`src/rtl/dlcal_pkg.sv`:
```
package dlcal_pkg;
    localparam int TAP_W     = 8;
    localparam int DATA_W    = 32;
    localparam int MEAS_LSB  = 24;
    localparam int OVF_BIT   = 8;
    localparam int START_BIT = 7;
    localparam int USESW_BIT = 6;
    localparam int AUTO_BIT  = 5;
    localparam int INH_BIT   = 4;

    typedef logic [TAP_W-1:0] tap_t;

    typedef struct packed {
        logic use_sw;
        logic auto_en;
        logic inhibit;
    } ctrl_t;
endpackage

```
`src/rtl/dlcal_tap_counter.sv`:
```
module dlcal_tap_counter
    import dlcal_pkg::*;
(
    input  logic clk,
    input  logic rst_n,
    input  logic start_i,
    input  logic active_i,
    input  logic pd_i,
    input  logic ovf_clr_i,
    output logic fin_o,
    output tap_t meas_o,
    output logic ovf_o
);
    localparam tap_t TAP_MAX = '1;

    typedef struct packed {
        tap_t cnt;
        tap_t meas;
        logic fin;
        logic ref_lvl;
        logic ovf;
    } tc_st_t;

    tc_st_t st_d, st_q;
    logic   sat_set;

    always_comb begin
        st_d    = st_q;
        sat_set = 1'b0;
        if (start_i) begin
            st_d.cnt     = '0;
            st_d.fin     = 1'b0;
            st_d.ref_lvl = pd_i;
        end else if (active_i && !st_q.fin) begin
            if (pd_i != st_q.ref_lvl) begin
                st_d.fin  = 1'b1;
                st_d.meas = st_q.cnt;
            end else if (st_q.cnt == TAP_MAX) begin
                st_d.fin  = 1'b1;
                st_d.meas = TAP_MAX;
                sat_set   = 1'b1;
            end else begin
                st_d.cnt = st_q.cnt + 1'b1;
            end
        end
        st_d.ovf = sat_set | (st_q.ovf & ~ovf_clr_i);
    end

    always_ff @(posedge clk or negedge rst_n) begin
        if (!rst_n) begin
            st_q     <= '0;
            st_q.fin <= 1'b1;
        end else begin
            st_q <= st_d;
        end
    end

    assign fin_o  = st_q.fin;
    assign meas_o = st_q.meas;
    assign ovf_o  = st_q.ovf;
endmodule

```
`src/rtl/dlcal_auto_timer.sv`:
```
module dlcal_auto_timer #(
    parameter int PERIOD = 4096
) (
    input  logic clk,
    input  logic rst_n,
    input  logic en_i,
    output logic tick_o
);
    localparam int CW = (PERIOD > 2) ? $clog2(PERIOD) : 1;
    localparam logic [CW-1:0] LAST = CW'(PERIOD - 1);

    logic [CW-1:0] cnt_d, cnt_q;

    always_comb begin
        tick_o = en_i && (cnt_q == LAST);
        if (!en_i || tick_o) cnt_d = '0;
        else                 cnt_d = cnt_q + 1'b1;
    end

    always_ff @(posedge clk or negedge rst_n) begin
        if (!rst_n) cnt_q <= '0;
        else        cnt_q <= cnt_d;
    end
endmodule

```
`src/rtl/dlcal_ctrl.sv`:
```
module dlcal_ctrl
    import dlcal_pkg::*;
#(
    parameter int NUM_CAL     = 4,
    parameter int ADDR_W      = 4,
    parameter int AUTO_PERIOD = 4096
) (
    input  logic                     clk,
    input  logic                     rst_n,
    input  logic                     reg_we,
    input  logic [ADDR_W-1:0]        reg_addr,
    input  logic [DATA_W-1:0]        reg_wdata,
    output logic [DATA_W-1:0]        reg_rdata,
    input  logic [NUM_CAL-1:0]       pd_in,
    output logic [NUM_CAL*TAP_W-1:0] delay_out
);
    typedef struct packed {
        ctrl_t                    ctrl;
        logic                     busy;
        tap_t [NUM_CAL-1:0]       sw;
        tap_t [NUM_CAL-1:0]       applied;
    } top_st_t;

    top_st_t st_d, st_q;

    logic                 ctrl_sel;
    logic                 sw_start_req;
    logic                 auto_tick;
    logic                 start_pulse;
    logic                 all_fin;
    logic                 cal_done;
    logic [NUM_CAL-1:0]   cal_sel;
    logic [NUM_CAL-1:0]   ovf_clr;
    logic [NUM_CAL-1:0]   fin;
    logic [NUM_CAL-1:0]   ovf;
    tap_t [NUM_CAL-1:0]   meas;

    logic                 busy_w;
    logic                 inhibit_w;
    logic                 use_sw_w;
    logic                 auto_en_w;
    logic                 unused_wbits;

    assign unused_wbits = ^{reg_wdata[DATA_W-1:OVF_BIT+1], reg_wdata[INH_BIT-1:0]};

    assign ctrl_sel     = reg_we && (reg_addr == '0);
    assign sw_start_req = ctrl_sel && reg_wdata[START_BIT];
    assign start_pulse  = !st_q.busy && (sw_start_req || auto_tick);
    assign all_fin      = &fin;
    assign cal_done     = st_q.busy && all_fin;

    dlcal_auto_timer #(
        .PERIOD (AUTO_PERIOD)
    ) u_timer (
        .clk    (clk),
        .rst_n  (rst_n),
        .en_i   (st_q.ctrl.auto_en),
        .tick_o (auto_tick)
    );

    for (genvar g = 0; g < NUM_CAL; g++) begin : g_cal
        assign cal_sel[g] = reg_we && (reg_addr == ADDR_W'(g + 1));
        assign ovf_clr[g] = cal_sel[g] && reg_wdata[OVF_BIT];

        dlcal_tap_counter u_tc (
            .clk       (clk),
            .rst_n     (rst_n),
            .start_i   (start_pulse),
            .active_i  (st_q.busy),
            .pd_i      (pd_in[g]),
            .ovf_clr_i (ovf_clr[g]),
            .fin_o     (fin[g]),
            .meas_o    (meas[g]),
            .ovf_o     (ovf[g])
        );
    end

    always_comb begin
        st_d = st_q;

        for (int i = 0; i < NUM_CAL; i++) begin
            if (st_q.ctrl.use_sw)
                st_d.applied[i] = st_q.sw[i];
            else if (cal_done && !st_q.ctrl.inhibit)
                st_d.applied[i] = meas[i];
            if (cal_sel[i])
                st_d.sw[i] = reg_wdata[TAP_W-1:0];
        end

        if (start_pulse)   st_d.busy = 1'b1;
        else if (cal_done) st_d.busy = 1'b0;

        if (ctrl_sel) begin
            st_d.ctrl.use_sw  = reg_wdata[USESW_BIT];
            st_d.ctrl.auto_en = reg_wdata[AUTO_BIT];
            st_d.ctrl.inhibit = reg_wdata[INH_BIT];
        end
    end

    always_ff @(posedge clk or negedge rst_n) begin
        if (!rst_n) st_q <= '0;
        else        st_q <= st_d;
    end

    always_comb begin
        reg_rdata = '0;
        if (reg_addr == '0) begin
            reg_rdata[START_BIT] = st_q.busy;
            reg_rdata[USESW_BIT] = st_q.ctrl.use_sw;
            reg_rdata[AUTO_BIT]  = st_q.ctrl.auto_en;
            reg_rdata[INH_BIT]   = st_q.ctrl.inhibit;
        end
        for (int i = 0; i < NUM_CAL; i++) begin
            if (reg_addr == ADDR_W'(i + 1)) begin
                reg_rdata[MEAS_LSB +: TAP_W] = meas[i];
                reg_rdata[OVF_BIT]           = ovf[i];
                reg_rdata[TAP_W-1:0]         = st_q.sw[i];
            end
        end
    end

    assign delay_out = st_q.applied;

    assign busy_w    = st_q.busy;
    assign inhibit_w = st_q.ctrl.inhibit;
    assign use_sw_w  = st_q.ctrl.use_sw;
    assign auto_en_w = st_q.ctrl.auto_en;
endmodule

```
`config.mk`:
```
export PLATFORM = sky130hd
export DESIGN_NAME = dlcal_ctrl
export DESIGN_NICKNAME = d
export VERILOG_FILES = /design/src/rtl/dlcal_pkg.sv /design/src/rtl/dlcal_tap_counter.sv /design/src/rtl/dlcal_auto_timer.sv /design/src/rtl/dlcal_ctrl.sv
export SDC_FILE = /design/constraint.sdc
export NUM_CORES = 1
export LEC_CHECK = 0
export ABC_CLOCK_PERIOD_IN_PS = 3650
export BUFFER_PORTS_ARGS = -buffer_cell sky130_fd_sc_hd__buf_2
export CAP_MARGIN = 0
export CELL_PAD_IN_SITES_DETAIL_PLACEMENT = 0
export CELL_PAD_IN_SITES_GLOBAL_PLACEMENT = 2
export CORE_MARGIN = 2
export CORE_UTILIZATION = 41
export DETAILED_ROUTE_END_ITERATION = 8
export PLACE_DENSITY_LB_ADDON = 0.1
export SETUP_SLACK_MARGIN = 0.15
export SYNTH_ARGS = -nofsm -noshare
export SYNTH_HDL_FRONTEND = slang
export SYNTH_HIERARCHICAL = 1
export SYNTH_SLANG_ARGS = --single-unit
```
`constraint.sdc`:
```
create_clock -name clk -period 3.65 [get_ports clk]
set_input_delay 0.365 -clock clk [delete_from_list [all_inputs] [get_ports clk]]
set_output_delay 0.365 -clock clk [all_outputs]
set_load 0.005 [all_outputs]
```
After elaboration in Yosys (flattened, before gate mapping)
Index checks and enable logic that the tools add are counted.
- register bits after elaboration: 156
- input port bits: 43
- output and inout port bits: 64
- logic and storage cells: 191
- add/subtract/negate cells: 5
- equality and inequality tests: 21
- multiplexer cells: 64
- bitwise gates (word level): 13
- reductions and logical operators: 55
- operators with widths (cell ; number):
    8-bit two-way mux ; 24
    9-bit two-way mux ; 12
    17-bit two-way mux ; 4
    8-bit by 1-bit adder with 8-bit output (second input constant) ; 4
    8-bit equality test (second input constant) ; 4
    3-bit AND reduction ; 8
    1-bit two-way mux ; 22
    2-bit nonzero test ; 10
    1-bit logical AND ; 18
    12-bit by 1-bit adder with 12-bit output (second input constant) ; 1
    12-bit equality test (second input constant) ; 1
    12-bit two-way mux ; 1
    2-bit inequality test (second input constant) ; 6
    3-bit nonzero test ; 4
    4-bit by 2-bit equality test with 1-bit output (second input constant) ; 2
    2-bit AND reduction ; 4
    1-bit logical NOT ; 7
    1-bit NOT ; 5
    1-bit AND ; 4
    4-bit by 1-bit equality test with 1-bit output (second input constant) ; 1
    4-bit by 3-bit equality test with 1-bit output (second input constant) ; 1
    4-bit logical NOT ; 1
    4-bit two-way mux ; 1
    1-bit inequality test ; 4
    4 further kinds ; 9

Depth between registers and ports, before layout
- word-level depth: 7
- gate-level depth with buffers: 11
- mapped depth without buffers: 10

Modules after synthesis
Netlist, hierarchy kept.
- modules (own cells, without submodules) (module ; instances ; cells an instance ; area each (um2) ; sequential area each (um2)):
    dlcal_ctrl ; 1 ; 378 ; 3851.2 ; 1701.6
    dlcal_tap_counter at g_cal[0].u_tc ... ; 3 ; 81 ; 912.1 ; 476.7
    dlcal_tap_counter at g_cal[3].u_tc ; 1 ; 81 ; 939.7 ; 476.7
    dlcal_auto_timer ; 1 ; 59 ; 600.6 ; 300.3

Worst setup path before layout
Ideal clock, no wire load.
- path kind: flip-flop to flip-flop
- from: reg u_timer.cnt_q[0]
- to: reg g_cal[3].u_tc.st_q, in the netlist g_cal[3].u_tc/meas_o[2]
- library setup time: 0.120 ns
- arrival time: 2.375 ns
- data required time: 3.530 ns
- path slack: 1.156 ns
- stages on the path, launching flop included: 12
- path buffers: 1
- clock period less this slack: 2.494 ns
- cell sequence: dfrtp_1 ha_1 nand3_4 or4_1 nor2_1 a41oi_1 nor2_1 clkbuf_1 inv_1 nand2_1 a21oi_4 o22a_2
- cells in the longest elaborated chain, start to end: 6
- ends and longest elaborated chain (what ; line ; source):
    from (decl) ; dlcal_auto_timer.sv:12 ; logic [CW-1:0] cnt_d, cnt_q;
    from (signal assigned) ; dlcal_auto_timer.sv:22 ; else cnt_q <= cnt_d;
    12-bit equality test ; dlcal_auto_timer.sv:15 ; tick_o = en_i && (cnt_q == LAST);
    1-bit logical AND ; dlcal_auto_timer.sv:15 ;
    via auto_tick ; dlcal_ctrl.sv:28 ; logic auto_tick;
    1-bit logical OR ; dlcal_ctrl.sv:48 ; assign start_pulse = !st_q.busy && (sw_start_req || auto_tick);
    1-bit logical AND ; dlcal_ctrl.sv:48 ;
    1-bit NOT (no source line) ; n/a ;
    3-bit AND reduction (no source line) ; n/a ;
    to (signal assigned) ; dlcal_tap_counter.sv:54 ; st_q <= st_d;
    to (decl) ; dlcal_tap_counter.sv:24 ; tc_st_t st_d, st_q;
The timed path passes the listed nets, and every way through them passes these cells.
A chain may end at the register's enable or synchronous reset.

Worst setup path after layout
- from: reg u_timer.cnt_q[0]
- to: reg g_cal[3].u_tc/st_q[1] in the netlist's numbering
- cells in the longest elaborated chain, start to end: 4
- ends and longest elaborated chain (what ; line):
    12-bit equality test ; dlcal_auto_timer.sv:15
    1-bit logical AND ; dlcal_auto_timer.sv:15
    via auto_tick ; dlcal_ctrl.sv:28
    1-bit logical OR ; dlcal_ctrl.sv:48
    1-bit logical AND ; dlcal_ctrl.sv:48
The timed path passes the listed nets, and every way through them passes these cells.

==> metrics <==
status=finished, final reports clean; Pre-antenna DRT Iters=5; Die W=about 140 microns; Buffers on Ports=68; CP Data Arrival Time=around 3100 ps; first-pass GRT wire length=between 30,000 and 40,000 microns; Final setup viols=0; count of final hold-check violations=0; Reg2Reg Launch Point=u_timer/cnt_q[0]$_DFF_PN0_; Die ar.=between 20,000 and 25,000 sq um; CTS Sinks=about 160; Initial DRC Count=between 300 and 400; worst r2r dst=g_cal[3].u_tc/st_q[1]$_DFFE_PN0P_; PwrDens=718 nW/um^2; TritonCTS clock tree=yes; post-cts resize count=0; number of diodes=0; main flop type after synthesis=dfrtp_1; TritonCTS Buffers=17; #FFs+latches synth=~160; Post-route DRC=0; CP Capture Type=flip-flop; ys async rst share=100%; Tmin final=around 2800 ps; Final Max Tran Viols=0; grt ovf=0; crit path capture=g_cal[3].u_tc/st_q[1]$_DFFE_PN0P_; Yosys cell types=64; Routed WL=21,400 microns; Data required, critical path=roughly 4000 ps; crit-path cells=ha_1, nand3_4, or4_1, nor2_1, a41oi_1, nor2_2, buf_4, buf_4, mux2_2; syn_area_per_cell=~11 sq um; vias in the first global route=around 6,000; clk buf depth=2; Starting Density=a little over two fifths; CP bufs+invs=2; Worst path max stage delay=roughly 550 ps; maxcap violations=0; clk root buf=clkbuf_16; Achievable Freq=about 360 MHz; top-level port count=between 100 and 150; DP HPWL=between 15,000 and 20,000 microns; Final Skew=a little over 9 ps; Synth Cell Area=between 8000 and 9000 sq um; Worst R2R Setup Slack=roughly 840 ps; CP max FO=22; clk slew on worst S/H paths=around 70 ps; Die H=roughly 140 microns; crit path from=u_timer/cnt_q[0]$_DFF_PN0_; Total GRT Usage=21.6%; Worst setup SP type=flip-flop; remaining antenna violation count after routing=0; Lkg Pwr=around 3.7 nW; CP top delay family=simple AND/OR/NAND/NOR gates; Mapped Cells=about 760; area of the multi-input gates=roughly 3400 sq um; synth-to-layout area growth=8.54%; largest net degree at the start of global routing=between 70 and 80; Via Count=roughly 5,900; register area=roughly 3900 sq um; cell mode on critical path=buf_4; Finished Layout Cells=between 1,000 and 1,500; routability cong.=about 0.83; path depth of the worst reg2reg path=9; Rows=between 50 and 60; relative slew slack=about 54%; Ys Warns=6; setup tns final=0 ps; RSZ-0062 raised after global routing=no; layout cell share with drive strength beyond 1=27.8%; Tcrit/Tclk final=between 70% and 80%; post-DR vias/cell=around 5.7; Post-synth EDFFs=0; WS Path Type=reg -> reg; Critical-path top delay cell=or4_1; Peak VDD IR=about 0.37 mV; sequential area share after synthesis=48.1%; initial antenna violation count=0; Worst path depth=9; Hold Path Class=in -> reg; clk_lat worst skew=about 430 ps; NumNets Final=about 810; Slew @ Worst Pin=slightly below 700 ps; placed cell count=between 1,000 and 1,500; drt wl/cell=~21 microns; CORE AREA=19,500 sq um; Filler Cell Count=approximately 1,900; H-tree levels=4
==> cell type report <==
class / count / area share (%)
tap: 265 / 3.76
clock buffer: 19 / 5.02
timing repair buffer: 83 / 5.23
inverter: 18 / 0.766
sequential: 156 / 44.3
multi-input combinational: 483 / 39.0
clock inverter: 13 / 1.89
==> flip-flops by register name (all words and copies together), names as in the netlist <==
| signal | count |
|---|---|
| g_cal.u_tc/st_q | 36 |
| delay_out | 32 |
| g_cal.u_tc/meas_o | 32 |
| st_q | 32 |
| u_timer/cnt_q | 12 |
| g_cal.u_tc/fin_o | 4 |
| g_cal.u_tc/ovf_o | 4 |
| auto_en_w | 1 |
| busy_w | 1 |
| inhibit_w | 1 |
| use_sw_w | 1 |
==> routing by layer <==
layer,vias to the layer above,share of wire [%],GRT usage [%]
met1,2964,46,29.3
met3,13,4.2,4.01
met5,-,0,0
met2,154,48,35.7
met4,0,1.1,5.72
li1,2755,-,-
==> worst reg2reg max path, cell delays in order, from the launching register on <==
cell and delay [ps]:
dfrtp_1 390, ha_1 250, nand3_4 160, or4_1 550, nor2_1 160, a41oi_1 100, nor2_2 120, buf_4 300
buf_4 310, mux2_2 360
==> cells by family (layout without fill, tap and decap cells) <==
kind of cell,after synthesis,after routing,share of synthesized area [%]
xor gates and xnor gates,15,15,2.12
adders and majority gates,5,5,0.770
muxes,45,45,6.30
AOI/OAI and AO/OA,254,254,21.9
DFF,156,156,48.1
buffers and inverters,136,133,10.3
and+or+nand+nor,149,149,10.5
other,1,15,0.0461
==> worst min-delay path by stage <==
stage                        start                                end  slack, ps  depth (start not counted)
after CTS                 pd_in[2]  g_cal[2].u_tc/st_q[1]$_DFFE_PN0P_        240                          2
after floorplan              rst_n              auto_en_w$_DFFE_PN0P_         70                          0
after detailed placement     rst_n           delay_out[5]$_DFFE_PN0P_        430                          1
after global placement       rst_n           delay_out[6]$_DFFE_PN0P_        430                          1
after global routing      pd_in[2]  g_cal[2].u_tc/st_q[1]$_DFFE_PN0P_        240                          2
final                     pd_in[2]  g_cal[2].u_tc/st_q[1]$_DFFE_PN0P_        250                          2
==> cell usage in the layout, fill, tap and decap left out, types with 7 or more instances in the layout <==
master / instances
o22a_1: 7
conb_1: 15
a31oi_1: 35
nand4_1: 8
a21oi_1: 43
xor2_1: 9
buf_4: 14
nor2b_1: 7
inv_1: 17
nand3_1: 19
o221ai_1: 13
nand2_1: 35
o21ai_0: 68
a2bb2oi_1: 29
o22a_2: 25
clkbuf_16: 17
nor2_1: 21
mux2_2: 39
or3_1: 21
buf_2: 67
dfrtp_1: 152
o31ai_1: 9
or4_1: 11
==> where the power goes <==
group	internal, mW	leakage, nW	switching (mW)
Sequential	2.31	1.93	0.573
Clock	1.10	0.290	0.736
Combinational	0.809	1.46	0.808
Total	4.21	3.68	2.12
==> Yosys cell counts (7+ instances only) <==
cell type,count,area (sq um)
clkbuf_1,27,101
o22a_2,25,250
o21ai_0,68,340
buf_2,9,45.0
nand3_1,19,95.1
a21oi_1,43,215
o221ai_1,13,114
or3_1,21,131
nand2_1,35,131
o31ai_1,9,67.6
nor2_1,22,82.6
o22a_1,7,61.3
or4_1,11,82.6
xor2_1,9,78.8
nor2b_1,8,50.1
nand4_1,8,50.1
mux2_2,39,439
a2bb2oi_1,29,254
dfrtp_1,152,3800
a31oi_1,35,219
inv_1,17,63.8
buf_4,79,593
==> stage by stage <==
step | setup slack, ps | util (%) | total power [mW] | hold WS [ps] | cell area, sq um
2_1_floorplan | 1160 | - | 4.27 | 69.4 | 8180
3_3_place_gp | 875 | 42.1 | 4.48 | 426 | 8200
3_5_place_dp | 802 | 42.1 | 4.55 | 434 | 8200
4_1_cts | 784 | 45.3 | 6.38 | 235 | 8820
5_1_grt | 626 | 45.3 | 6.71 | 242 | 8820
6_report | 837 | 45.3 | 6.33 | 249 | 8820
==> timing repair <==
action,4_1_cts,5_1_grt
setup endpoints to repair,0,0
buffers inserted,0,0
hold buffers,1,0
hold endpoints to repair,45,0
No activity file was read; power rests on OpenSTA's default activity.
